--- src/rtl/cfgld_pkg.sv ---
package cfgld_pkg;
   localparam int NREG  = 7;
   localparam int IDX_W = 3;

   // register index inside the capability window
   localparam logic [IDX_W-1:0] RI_HDR  = 3'd0;
   localparam logic [IDX_W-1:0] RI_LEN  = 3'd1;
   localparam logic [IDX_W-1:0] RI_STAT = 3'd2;
   localparam logic [IDX_W-1:0] RI_CTRL = 3'd3;
   localparam logic [IDX_W-1:0] RI_DATA = 3'd4;
   localparam logic [IDX_W-1:0] RI_SID  = 3'd5;
   localparam logic [IDX_W-1:0] RI_UID  = 3'd6;

   // status bits
   localparam int ST_RTS = 0;
   localparam int ST_ERR = 1;
   localparam int ST_ENC = 2;
   localparam int ST_CMP = 3;
   localparam int ST_SES = 4;

   // control bits
   localparam int CT_SES = 0;
   localparam int CT_ENC = 1;
   localparam int CT_CMP = 2;
endpackage

--- src/rtl/cfgld_bar_route.sv ---
module cfgld_bar_route (
   input  logic req_valid,
   input  logic req_write,
   input  logic req_is_cfg,
   input  logic session,
   output logic usr_valid,
   output logic cap_wr,
   output logic cap_rd
);
   logic mem_req;

   always_comb begin
      mem_req   = req_valid & ~req_is_cfg;
      usr_valid = mem_req & ~session;
      cap_wr    = mem_req & session & req_write;
      cap_rd    = mem_req & session & ~req_write;
   end
endmodule

--- src/rtl/cfgld_word_fwd.sv ---
module cfgld_word_fwd #(
   parameter int DW   = 32,
   parameter bit HOLD = 1'b1
) (
   input  logic          clk,
   input  logic          rst_n,
   input  logic          wr_en,
   input  logic [DW-1:0] wr_data,
   input  logic          prog_ready,
   output logic          prog_valid,
   output logic [DW-1:0] prog_data,
   output logic          can_take,
   output logic          ovf
);
   generate
      if (HOLD) begin : g_hold
         logic          full_q;
         logic [DW-1:0] data_q;

         always_ff @(posedge clk) begin
            if (!rst_n) begin
               full_q <= 1'b0;
               data_q <= '0;
            end else if (wr_en && !full_q) begin
               full_q <= 1'b1;
               data_q <= wr_data;
            end else if (full_q && prog_ready) begin
               full_q <= 1'b0;
            end
         end

         always_comb begin
            prog_valid = full_q;
            prog_data  = data_q;
            can_take   = ~full_q;
            ovf        = wr_en & full_q;
         end
      end else begin : g_pass
         always_comb begin
            prog_valid = wr_en;
            prog_data  = wr_data;
            can_take   = prog_ready;
            ovf        = wr_en & ~prog_ready;
         end
      end
   endgenerate
endmodule

--- src/rtl/cfgld_regs.sv ---
module cfgld_regs
   import cfgld_pkg::*;
#(
   parameter logic [31:0] HDR_WORD = 32'h0,
   parameter logic [31:0] LEN_WORD = 32'h0,
   parameter logic [31:0] SID_WORD = 32'h0,
   parameter logic [15:0] UID_RST  = 16'h0
) (
   input  logic             clk,
   input  logic             rst_n,
   input  logic             cfg_wr,
   input  logic             cfg_rd,
   input  logic             in_cap,
   input  logic [IDX_W-1:0] idx,
   input  logic [15:0]      wdata,
   input  logic             cap_rd,
   input  logic             err_set,
   input  logic             can_take,
   output logic [2:0]       ctrl_q,
   output logic             st_rts,
   output logic             err_q,
   output logic             stat_clr,
   output logic             rsp_valid,
   output logic [31:0]      rsp_rdata
);
   logic [15:0] uid_q;
   logic [15:0] status;
   logic [31:0] rd_word;
   logic        wr_ctrl, wr_uid;

   always_comb begin
      wr_ctrl  = cfg_wr & in_cap & (idx == RI_CTRL);
      wr_uid   = cfg_wr & in_cap & (idx == RI_UID);
      stat_clr = cfg_wr & in_cap & (idx == RI_STAT) & wdata[ST_ERR];
      st_rts   = ctrl_q[CT_SES] & can_take;
      status         = '0;
      status[ST_RTS] = st_rts;
      status[ST_ERR] = err_q;
      status[ST_ENC] = ctrl_q[CT_ENC];
      status[ST_CMP] = ctrl_q[CT_CMP];
      status[ST_SES] = ctrl_q[CT_SES];
   end

   always_ff @(posedge clk) begin
      if (!rst_n) begin
         ctrl_q <= '0;
         uid_q  <= UID_RST;
         err_q  <= 1'b0;
      end else begin
         if (wr_ctrl) ctrl_q <= wdata[2:0];
         if (wr_uid)  uid_q  <= wdata;
         if (err_set)       err_q <= 1'b1;
         else if (stat_clr) err_q <= 1'b0;
      end
   end

   always_comb begin
      rd_word = '0;
      if (cap_rd) begin
         rd_word = {16'h0, status};
      end else if (in_cap) begin
         case (idx)
            RI_HDR:  rd_word = HDR_WORD;
            RI_LEN:  rd_word = LEN_WORD;
            RI_STAT: rd_word = {16'h0, status};
            RI_CTRL: rd_word = {29'h0, ctrl_q};
            RI_SID:  rd_word = SID_WORD;
            RI_UID:  rd_word = {16'h0, uid_q};
            default: rd_word = '0;
         endcase
      end
   end

   always_ff @(posedge clk) begin
      if (!rst_n) begin
         rsp_valid <= 1'b0;
         rsp_rdata <= '0;
      end else begin
         rsp_valid <= cfg_rd | cap_rd;
         rsp_rdata <= rd_word;
      end
   end
endmodule

--- src/rtl/cfgld_cap_if.sv ---
module cfgld_cap_if
   import cfgld_pkg::*;
#(
   parameter int          ADDR_W     = 10,
   parameter int          BAR_N      = 6,
   parameter int          CAP_BASE   = 'h040,
   parameter logic [15:0] CAP_ID     = 16'h000B,
   parameter logic [3:0]  CAP_VER    = 4'h1,
   parameter logic [11:0] NEXT_PTR   = 12'h000,
   parameter logic [15:0] VSEC_ID    = 16'h0D1A,
   parameter logic [3:0]  VSEC_REV   = 4'h1,
   parameter logic [31:0] SILICON_ID = 32'h5A17_C0DE,
   parameter logic [15:0] USER_ID    = 16'h00A5,
   parameter bit          HOLD       = 1'b1,
   localparam int         BAR_W      = (BAR_N > 1) ? $clog2(BAR_N) : 1
) (
   input  logic              clk,
   input  logic              rst_n,
   input  logic              req_valid,
   input  logic              req_write,
   input  logic              req_is_cfg,
   input  logic [BAR_W-1:0]  req_bar,
   input  logic [ADDR_W-1:0] req_addr,
   input  logic [31:0]       req_wdata,
   output logic              rsp_valid,
   output logic [31:0]       rsp_rdata,
   output logic              usr_valid,
   output logic              usr_write,
   output logic [BAR_W-1:0]  usr_bar,
   output logic [ADDR_W-1:0] usr_addr,
   output logic [31:0]       usr_wdata,
   output logic              prog_valid,
   output logic [31:0]       prog_data,
   input  logic              prog_ready,
   input  logic              prog_err,
   output logic              load_active
);
   localparam logic [ADDR_W-1:0] BASE_A   = ADDR_W'(CAP_BASE);
   localparam logic [11:0]       LEN_B    = 12'(NREG * 4);
   localparam logic [31:0]       HDR_WORD = {NEXT_PTR, CAP_VER, CAP_ID};
   localparam logic [31:0]       LEN_WORD = {LEN_B, VSEC_REV, VSEC_ID};

   initial begin
      assert (ADDR_W >= IDX_W + 1) else $error("ADDR_W too small");
      assert (CAP_BASE + NREG <= (1 << ADDR_W)) else $error("window outside address space");
      assert (BAR_N >= 1) else $error("BAR_N must be at least 1");
   end

   logic [ADDR_W-1:0] cfg_off;
   logic              in_cap, cfg_wr, cfg_rd, data_wr;
   logic              cap_wr, cap_rd, can_take, ovf;
   logic              st_rts, err_q, stat_clr;
   logic [2:0]        ctrl_q;
   logic [IDX_W-1:0]  idx;

   always_comb begin
      cfg_off = req_addr - BASE_A;
      in_cap  = (req_addr >= BASE_A) && (cfg_off < ADDR_W'(NREG));
      idx     = cfg_off[IDX_W-1:0];
      cfg_wr  = req_valid & req_is_cfg & req_write;
      cfg_rd  = req_valid & req_is_cfg & ~req_write;
      data_wr = load_active & ((cfg_wr & in_cap & (idx == RI_DATA)) | cap_wr);
      load_active = ctrl_q[CT_SES];
      usr_write = req_write;
      usr_bar   = req_bar;
      usr_addr  = req_addr;
      usr_wdata = req_wdata;
   end

   cfgld_bar_route i_route (
      .req_valid  (req_valid),
      .req_write  (req_write),
      .req_is_cfg (req_is_cfg),
      .session    (load_active),
      .usr_valid  (usr_valid),
      .cap_wr     (cap_wr),
      .cap_rd     (cap_rd)
   );

   cfgld_word_fwd #(.DW(32), .HOLD(HOLD)) i_fwd (
      .clk        (clk),
      .rst_n      (rst_n),
      .wr_en      (data_wr),
      .wr_data    (req_wdata),
      .prog_ready (prog_ready),
      .prog_valid (prog_valid),
      .prog_data  (prog_data),
      .can_take   (can_take),
      .ovf        (ovf)
   );

   cfgld_regs #(
      .HDR_WORD (HDR_WORD),
      .LEN_WORD (LEN_WORD),
      .SID_WORD (SILICON_ID),
      .UID_RST  (USER_ID)
   ) i_regs (
      .clk       (clk),
      .rst_n     (rst_n),
      .cfg_wr    (cfg_wr),
      .cfg_rd    (cfg_rd),
      .in_cap    (in_cap),
      .idx       (idx),
      .wdata     (req_wdata[15:0]),
      .cap_rd    (cap_rd),
      .err_set   (ovf | prog_err),
      .can_take  (can_take),
      .ctrl_q    (ctrl_q),
      .st_rts    (st_rts),
      .err_q     (err_q),
      .stat_clr  (stat_clr),
      .rsp_valid (rsp_valid),
      .rsp_rdata (rsp_rdata)
   );
endmodule

--- config.mk ---
export PLATFORM = sky130hd
export DESIGN_NAME = cfgld_cap_if
export DESIGN_NICKNAME = d
export VERILOG_FILES = /design/src/rtl/cfgld_pkg.sv /design/src/rtl/cfgld_bar_route.sv /design/src/rtl/cfgld_word_fwd.sv /design/src/rtl/cfgld_regs.sv /design/src/rtl/cfgld_cap_if.sv
export SDC_FILE = /design/constraint.sdc
export NUM_CORES = 1
export LEC_CHECK = 0
export BUFFER_PORTS_ARGS = -buffer_cell sky130_fd_sc_hd__buf_2
export CAP_MARGIN = 20
export CORE_UTILIZATION = 49
export CTS_CLUSTER_DIAMETER = 60
export DETAILED_ROUTE_END_ITERATION = 10
export PLACE_DENSITY = 0.85
export REMOVE_ABC_BUFFERS = 1
export SLEW_MARGIN = 20
export SYNTH_ARGS = -nofsm -noshare
export SYNTH_HDL_FRONTEND = slang
export SYNTH_SLANG_ARGS = --single-unit
--- constraint.sdc ---
create_clock -name clk -period 4.3 [get_ports clk]
set_clock_uncertainty 0.2 [all_clocks]
set_input_delay 0.43 -clock clk [delete_from_list [all_inputs] [get_ports clk]]
set_output_delay 0.43 -clock clk [all_outputs]
set_load 0.005 [all_outputs]
==> metrics.cfg, run 1 <==
[route]
vias_per_cell = 4.976
routed_wl_mm = 6.414
avgRoutedWirePerCell_um = 11.90
drt_iter0_drc = 84
vias = 2682
drt.antenna.violating_nets = 0
drtPass1Iterations = 9
drc = 22

[power_and_ir_drop]
p_int_uw = 939.8
p_clk_share_pct = 37.1
seqPwrFrac_pct = 55.0
irDropWorstVdd_uv = 193.9
power_density_nw_per_um2 = 322.5
switchingPower_uw = 291.6
switching_share_pct = 23.68
comb_power_share_pct = 7.9
leakagePower_uw = 0.001818

[clock_network]
numCtsBuffers = 9
h-tree-depth = 3
clk_pin_slew_ns = 0.07
cts.path.max_buffers = 2
cts_hold_buf = 0
cts.sinks = 73
root_buffer = clkbuf_8
cts_resized = 0
clk_latency_ns = 0.33
cts_setup_buffers = 0
cts_tree = done

[place]
dp_hpwl_mm = 4.746
numPortBuffers = 154
gp_congestion = 0.8245

[run]
max_cap_violations = 0

[final_layout]
diodes = 0
nets = 510
area_growth_pct = 15.78
drive_above_1_share_pct = 38.10

[timing]
finalHoldViolCount = 0
rsz0062_at_grt = false
max_slew_margin_pct = 52.37
setup_viol = 0
fin_crit_sh_pct = 56.52
slew_violations = 0
setup_tns_ns = 0
whs_ns = 0.1057
tightest_slew_ns = 0.7127
fmax_mhz = 411.5
period_minus_slack_ns = 2.430

[synth]
yosysWarnings = 0
syn_inst = 365
ys_top_cells_by_count = dfxtp_1, nand2_1, buf_4
ys_ff_latch = 73
seq_area_frac_synth_pct = 44.31
async_reset_ff_share_pct = 0
synth_area_leader_cell = dfxtp_1
synth-edff-count = 0
postSynthAreaPerCell_um2 = 9.036
netlist_area_um2 = 3298
synth.area.top_cells = dfxtp_1, buf_4, mux2i_1
synth.distinct_cells = 43
synthDominantCellAreaShare_pct = 44.31
synthFlopType = dfxtp_1

[die]
core_um2 = 6422
std_cell_rows = 29
die_y_um = 84.04
design.die.area_um2 = 7063
io_pins = 166
die_x_um = 84.04
start_util_pct = 51.35

[setup_path]
critPathCaptureType = flop
worst_r2r_path_depth = 5
crit_fanout = 20
startpoint_type = flop
cp_data_required_time_ns = 4.36
cp.arrival_ns = 2.49
crit_type = flop to flop

[grt]
grt_pass1_wl_mm = 10.29
grt_pass1_vias = 2323
grtUsageTotal_pct = 18.40
antenna_found_initial = 0
overflow = 0
grt_max_degree = 51

[status]
violations = design-rule violations
status = finished, violations left

[worst_hold_path]
hp-class = primary input to flop
whs_path_depth = 2

## sequential cells by signal (all words and copies together), names as in the netlist
| register | flops |
|---|---|
| i_fwd.prog_data | 32 |
| i_regs.rsp_rdata | 19 |
| i_regs.uid_q | 16 |
| i_regs.ctrl_q | 3 |
| i_fwd.prog_valid | 1 |
| i_regs.err_q | 1 |
| i_regs.rsp_valid | 1 |
## layer usage
metal | GRT usage [%] | part of all wire (%) | vias up
met3 | 4.154 | 5.9 | 11
li1 | - | - | 1342
met2 | 32.19 | 50 | 113
met1 | 21.17 | 43 | 1216
met4 | 8.777 | 1.5 | 0
met5 | 0 | 0 | -
## final cells by class
| class | instances | area [um2] |
|---|---|---|
| Inverter | 2 | 7.507 |
| Clock inverter | 3 | 17.52 |
| Fill cell | 584 | 2604 |
| Clock buffer | 12 | 145.1 |
| Timing Repair Buffer | 156 | 785.8 |
| Multi-Input combinational cell | 216 | 1305 |
| Tap cell | 77 | 96.34 |
| Sequential cell | 73 | 1461 |
## layout by cell type (no fill, tap or decap), drive strengths merged
cell	instances
buf	156
nand2	73
dfxtp	73
mux2i	40
o21ai	17
nand3	16
a21oi	12
clkbuf	12
nor2	11
nor2b	6
and2	5
conb	5
nor3b	2
inv	2
nand4b	2
nand2b	2
and3	2
a31o	2
clkinv	2
nor3	2
nor4b	2
nand4	2
and4bb	1
and3b	1
or2	1
and4b	1
o211ai	1
o21a	1
a41oi	1
a21boi	1
o31a	1
a2bb2oi	1
a211oi	1
o22ai	1
a22oi	1
nand3b	1
a311oi	1
clkinvlp	1
## worst paths after layout
path / endpoint / slack [ns] / startpoint
setup / recovery: i_fwd.prog_data[30] / 1.87 / i_regs.ctrl_q[0]
hold / removal: i_regs.rsp_valid / 0.11 / req_write
setup reg to reg: i_fwd.prog_data[30] / 1.87 / i_regs.ctrl_q[0]
hold reg to reg: i_fwd.prog_data[19] / 0.26 / i_fwd.prog_data[19]
## kinds of logic after synthesis
family	Yosys count	share of synthesized area (%)
and+or+nand+nor	130	19.20
muxes	40	12.14
buffers and inverters	80	16.58
other	1	0.1137
DFF	73	44.31
AOI/OAI and AO/OA	41	7.664
## power by group through the flow
| stage | logic, uW | clock network (uW) | registers [uW] |
|---|---|---|---|
| finish | 97.1 | 457 | 677 |
| global placement | 96.3 | 0 | 693 |
| detailed placement | 97.4 | 0 | 693 |
| floorplan | 24.8 | 0 | 693 |
| global route | 108 | 505 | 677 |
| CTS | 97.7 | 473 | 677 |
## stage by stage
stage | utilization, % | std cells | setup WS (ns) | power [uW] | area (um2)
3_5_place_dp | 56.93 | 524 | 1.552 | 790.1 | 3656
6_report | 59.46 | 539 | 1.870 | 1231 | 3819
4_1_cts | 59.46 | 539 | 1.877 | 1248 | 3819
3_3_place_gp | 56.93 | 524 | 1.690 | 789.0 | 3656
5_1_grt | 59.46 | 539 | 1.734 | 1290 | 3819
2_1_floorplan | - | 291 | 1.925 | 717.5 | 2774
## critical path: stages, from the launching register on
cell and delay (ns):
dfxtp_1 0.48, and4b_1 0.23, nand4_1 0.18, a21oi_4 0.58
buf_4 0.43, mux2i_1 0.24
Note: power is estimated with default switching activity, not from simulation.
==> run 2, diff against run 1 <==
CORE_UTILIZATION = 41   (was 49)
PLACE_DENSITY = 0.76   (was 0.85)
clock period = 2 ns   (was 4.3 ns; I/O delays follow)
==> metrics.cfg, run 2 (synthesis results as in run 1) <==
[status]
status = completed

[die]
io_pins = 166  ; unchanged
core_um2 = 7767  ; +21%
design.die.area_um2 = 8407  ; +19%
die_x_um = 91.69  ; +9.1%
start_util_pct = 42.46  ; -8.9 points
die_y_um = 91.69  ; +9.1%
std_cell_rows = 32  ; +10%

[place]
placed_cells = 560  ; +6.9%
numPortBuffers = 154  ; unchanged
pre_cts_slack_ns = 0.1660  ; -1.386 ns
dp_hpwl_mm = 5.184  ; +9.2%
gp_congestion = 0.8184  ; -0.74%

[clock_network]
numCtsBuffers = 9  ; unchanged
clk_pin_slew_ns = 0.07  ; about the same
cts_setup_buffers = 0  ; unchanged
root_buffer = clkbuf_8
cts.path.max_buffers = 2  ; unchanged
cts_tree = done
cts.sinks = 73  ; unchanged
h-tree-depth = 3  ; unchanged
clk_latency_ns = 0.35  ; +0.02 ns

[final_layout]
nFillCells = 709  ; +21%
instances_no_fill = 611  ; +13%
largest_reg_flops = 32  ; unchanged
diodes = 0  ; unchanged
drive_above_1_share_pct = 37.13  ; -0.96 points
final_common_cell = buf_2
nets = 556  ; +9.0%
area_growth_pct = 31.68
final_cell_mix = buf_2, nand2_1, dfxtp_1, mux2i_1, dlygate4sd3_1

[route]
drtPass1Iterations = 4  ; -5
drt_iter0_drc = 93  ; +11%
vias_per_cell = 4.712  ; -5.3%
vias = 2879  ; +7.3%
drt.antenna.violating_nets = 0  ; unchanged
avgRoutedWirePerCell_um = 12.97  ; +9.0%
routed_wl_mm = 7.923  ; +24%
drc = 0  ; -100%

[timing]
slew_violations = 0  ; unchanged
rsz0062_at_grt = false
setup_viol = 0  ; unchanged
fin_ws_ns = 0.1485  ; -1.721 ns
fmax_mhz = 540.1
period_minus_slack_ns = 1.852
fin_crit_sh_pct = 92.58
finalHoldViolCount = 0  ; unchanged

[grt]
grt_pass1_wl_mm = 12.72  ; +24%
grt_pass1_vias = 2730  ; +18%
antenna_found_initial = 0  ; unchanged
overflow = 0  ; unchanged
grt_max_degree = 54  ; +5.9%
grtUsageTotal_pct = 19.36  ; +0.96 points

[setup_path]
cp.arrival_ns = 1.92  ; -0.57 ns
critPathCaptureType = flop
reg2reg_slack_ns = 0.29  ; -1.58 ns
crit_type = primary input to flop
cp_data_required_time_ns = 2.07  ; -2.29 ns
regToRegEndpoint = i_fwd.prog_data[15]
reg2reg_from = i_regs.ctrl_q[0]
worst_r2r_path_depth = 5  ; unchanged
crit_fanout = 12  ; -40%
startpoint_type = primary input

[worst_hold_path]
hp-class = primary input to flop
whs_path_depth = 3  ; +1
hold_end = i_regs.ctrl_q[1]
min-delay-start = req_wdata[1]

[run]
max_cap_violations = 0  ; unchanged

[power_and_ir_drop]
comb_power_share_pct = 9.4  ; +1.5 points
p_clk_share_pct = 41.5  ; +4.4 points
p_int_uw = 2293  ; +140%
leakagePower_uw = 0.002048  ; +13%
power_density_nw_per_um2 = 683.3  ; +110%
seqPwrFrac_pct = 49.1  ; -5.9 points
switchingPower_uw = 674.5  ; +130%
switching_share_pct = 22.73  ; -0.95 points
irDropWorstVdd_uv = 341.6  ; +76%

run 2: cell count changes in the layout (fill, tap and decap cells not counted), sizes merged:
cell,change
buf,+11
dlygate4sd3,+35
clkinv,+1
clkbuf,-2
bufinv,+2
run 2: power groups by stage:
stage | Clock, uW | Sequential [uW] | Combinational [uW]
6_report | 1230 | 1460 | 280
5_1_grt | 1340 | 1460 | 306
4_1_cts | 1260 | 1460 | 274
3_5_place_dp | 0 | 1490 | 222
3_3_place_gp | 0 | 1490 | 218
2_1_floorplan | 0 | 1490 | 53.3
run 2: worst max-delay path by stage:
stage | start | to | slack (ns) | depth (start not counted)
floorplan | i_regs.ctrl_q[0] | i_fwd.prog_data[0] | -0.19 | 4
global placement | req_addr[7] | i_regs.rsp_rdata[5] | 0.25 | 8
detailed placement | req_addr[7] | i_fwd.prog_data[5] | 0.17 | 6
CTS | req_write | i_fwd.prog_data[15] | 0.17 | 7
global route | req_write | i_fwd.prog_data[18] | 0.05 | 7
finish | req_write | i_fwd.prog_data[15] | 0.15 | 7
run 2: through the flow:
stage | util [%] | area, um2 | hold slack, ns | total power (uW) | setup TNS [ns]
final | 55.91 | 4343 | 0.009699 | 2967 | 0
after global routing | 55.91 | 4343 | 0.02000 | 3102 | 0
after CTS | 55.91 | 4343 | 0.003823 | 2989 | 0
after detailed placement | 48.70 | 3782 | 0.2000 | 1711 | 0
after global placement | 48.70 | 3782 | 0.2000 | 1707 | 0
after floorplan | - | 2774 | 0.06194 | 1543 | -6.103
run 2: worst max-delay path: stages:
cell,delay (ns)
dlygate4sd3_1,0.52
buf_2,0.14
and4b_1,0.19
nand4_1,0.16
a21oi_4,0.20
buf_4,0.28
mux2i_1,0.22
run 2: cell type report:
| type | instances | area (um2) | share of cell area, % |
|---|---|---|---|
| clock buffer | 10 | 127.6 | 2.939 |
| clock inverter | 6 | 82.58 | 1.901 |
| inverter | 2 | 7.507 | 0.1729 |
| multi-input combinational | 216 | 1305 | 30.05 |
| sequential | 73 | 1461 | 33.65 |
| tap | 102 | 127.6 | 2.939 |
| timing repair buffer | 202 | 1231 | 28.35 |
run 2: metal layers:
metal / track usage [%] / vias up / wire [um]
met2: 33.46 / 121 / 3978
met3: 4.643 / 14 / 465
met4: 9.245 / 0 / 142
li1: - / 1431 / -
met1: 22.51 / 1313 / 3337
met5: 0 / - / 0
run 2: what timing repair did:
item	CTS	global route
endpoints found under the hold margin	51	0
resized for setup	0	0
hold buffers	35	0
==> run 3, diff against run 2 <==
HOLD_SLACK_MARGIN = 0.06   (was unset)
==> metrics.cfg, run 3 (synthesis results as in run 1) <==
[status]
status = completed

[place]
placed_area_um2 = 3782  ; unchanged
numPortBuffers = 154  ; unchanged
placed_cells = 560  ; unchanged
dp_hpwl_mm = 5.184  ; unchanged
gp_congestion = 0.8184  ; unchanged

[setup_path]
worst-path-buf-inv = 3  ; unchanged
critPathSlowestCell = dlygate4sd3_1
crit_type = primary input to flop
cp_data_required_time_ns = 2.01  ; -0.06 ns
cp.arrival_ns = 1.91  ; about the same
critPathCaptureType = flop
reg2reg_from = i_regs.ctrl_q[0]
crit_family = buffers and inverters
slowest_delay_ns = 0.53  ; about the same
crit_fanout = 28  ; +16
path_cells = dlygate4sd3_1 -> buf_2 -> and3b_1 -> nand4_2 -> buf_4 -> mux2i_1 -> nand2_1
startpoint_type = primary input
crit_start = req_addr[2]

[route]
drc = 0  ; unchanged
vias_per_cell = 4.773  ; +1.3%
routed_wl_mm = 8.030  ; +1.4%
vias = 2926  ; +1.6%
drt_iter0_drc = 92  ; -1.1%
drt.antenna.violating_nets = 0  ; unchanged
avgRoutedWirePerCell_um = 13.10  ; +1.0%
drtPass1Iterations = 4  ; unchanged

[final_layout]
instances_no_fill = 613  ; +0.33%
area_growth_pct = 32.47
final_cell_mix = buf_2, nand2_1, dfxtp_1, mux2i_1, dlygate4sd3_1
diodes = 0  ; unchanged
largest_reg_flops = 32  ; unchanged
drive_above_1_share_pct = 37.18  ; +0.050 points
finish.instance_area_um2 = 4369  ; +0.60%
final_common_cell = buf_2
nets = 558  ; +0.36%

[power_and_ir_drop]
irDropWorstVdd_uv = 341.9  ; about the same
leakagePower_uw = 0.002058  ; +0.49%
power_density_nw_per_um2 = 679.8  ; -0.51%

[clock_network]
numCtsBuffers = 9  ; unchanged
h-tree-depth = 3  ; unchanged
cts_setup_buffers = 0  ; unchanged
cts.path.max_buffers = 2  ; unchanged
cts.sinks = 73  ; unchanged
cts_tree = done
clk_pin_slew_ns = 0.08  ; about the same
clk_latency_ns = 0.34  ; about the same
root_buffer = clkbuf_8

[worst_hold_path]
min-delay-start = req_addr[1]
hp-class = primary input to flop

[grt]
grtUsageTotal_pct = 19.47  ; +0.11 points
grt_pass1_wl_mm = 12.80  ; +0.60%
overflow = 0  ; unchanged
grt_use_met3_pct = 4.643  ; unchanged
met1_usage_pct = 22.45  ; -0.052 points
busiest_layer = met2
grt_max_degree = 54  ; unchanged
met2_usage_pct = 34.15  ; +0.69 points
antenna_found_initial = 0  ; unchanged
grt_pass1_vias = 2750  ; +0.73%

[die]
die_x_um = 91.69  ; unchanged
design.die.area_um2 = 8407  ; unchanged
core_um2 = 7767  ; unchanged
die_y_um = 91.69  ; unchanged
start_util_pct = 42.46  ; unchanged
io_pins = 166  ; unchanged
std_cell_rows = 32  ; unchanged

[timing]
finalHoldViolCount = 0  ; unchanged
slew_violations = 0  ; unchanged
setup_viol = 0  ; unchanged
period_minus_slack_ns = 1.895  ; +0.04331 ns
fmax_mhz = 527.7  ; -2.3%
rsz0062_at_grt = false
fin_crit_sh_pct = 94.74  ; +2.2 points

[run]
max_cap_violations = 0  ; unchanged

[run 3: final timing paths]
kind | endpoint | slack (ns) | depth (start not counted)
max | i_regs.uid_q[5] | 0.11 | 7
min | i_regs.rsp_rdata[16] | 0.09 | 3
max reg2reg | i_fwd.prog_data[15] | 0.35 | 5
min reg2reg | i_regs.rsp_rdata[9] | 0.25 | 1
[run 3: layout make-up]
cell class,count,area (um2)
Inverter,2,7.507
Clock inverter,6,82.58
Timing Repair Buffer,204,1255
Sequential cell,73,1461
Multi-Input combinational cell,216,1308
Tap cell,102,127.6
Fill cell,703,3398
Clock buffer,10,127.6
[run 3: metrics by stage]
stage,setup TNS [ns],util [%],worst slack [ns],hold WS [ns],total power (uW)
6_report,0,56.25,0.1051,0.08975,2970
5_1_grt,0,56.25,0.04195,0.07904,3105
4_1_cts,0,56.17,0.08914,0.06671,2992
3_5_place_dp,0,48.70,0.1660,0.2000,1711
3_3_place_gp,0,48.70,0.2491,0.2000,1707
2_1_floorplan,-6.103,-,-0.1861,0.06194,1543
[run 3: layer usage]
layer  wire [um]  up-vias
li1            -     1435
met3         530       10
met5           0        -
met1        3351     1339
met2        4060      142
met4          87        0
[run 3: where the power goes]
part | internal [uW] | switching (uW) | leakage, uW
clock network | 696 | 534 | 0.000106
logic | 145 | 139 | 0.00136
registers | 1450 | 1.07 | 0.000588
[run 3: worst register-to-register path, stage by stage (launching register included)]
cell and delay [ns]:
dfxtp_1 0.36, and4b_1 0.21, nand4_1 0.16, a21oi_4 0.21, buf_6 0.22, mux2i_1 0.22
[run 3: timing repair]
item | CTS | global route
setup endpoints to repair | 0 | 13
resized for setup | 0 | 2
hold endpoints to repair | 55 | 0
hold buffers | 37 | 0
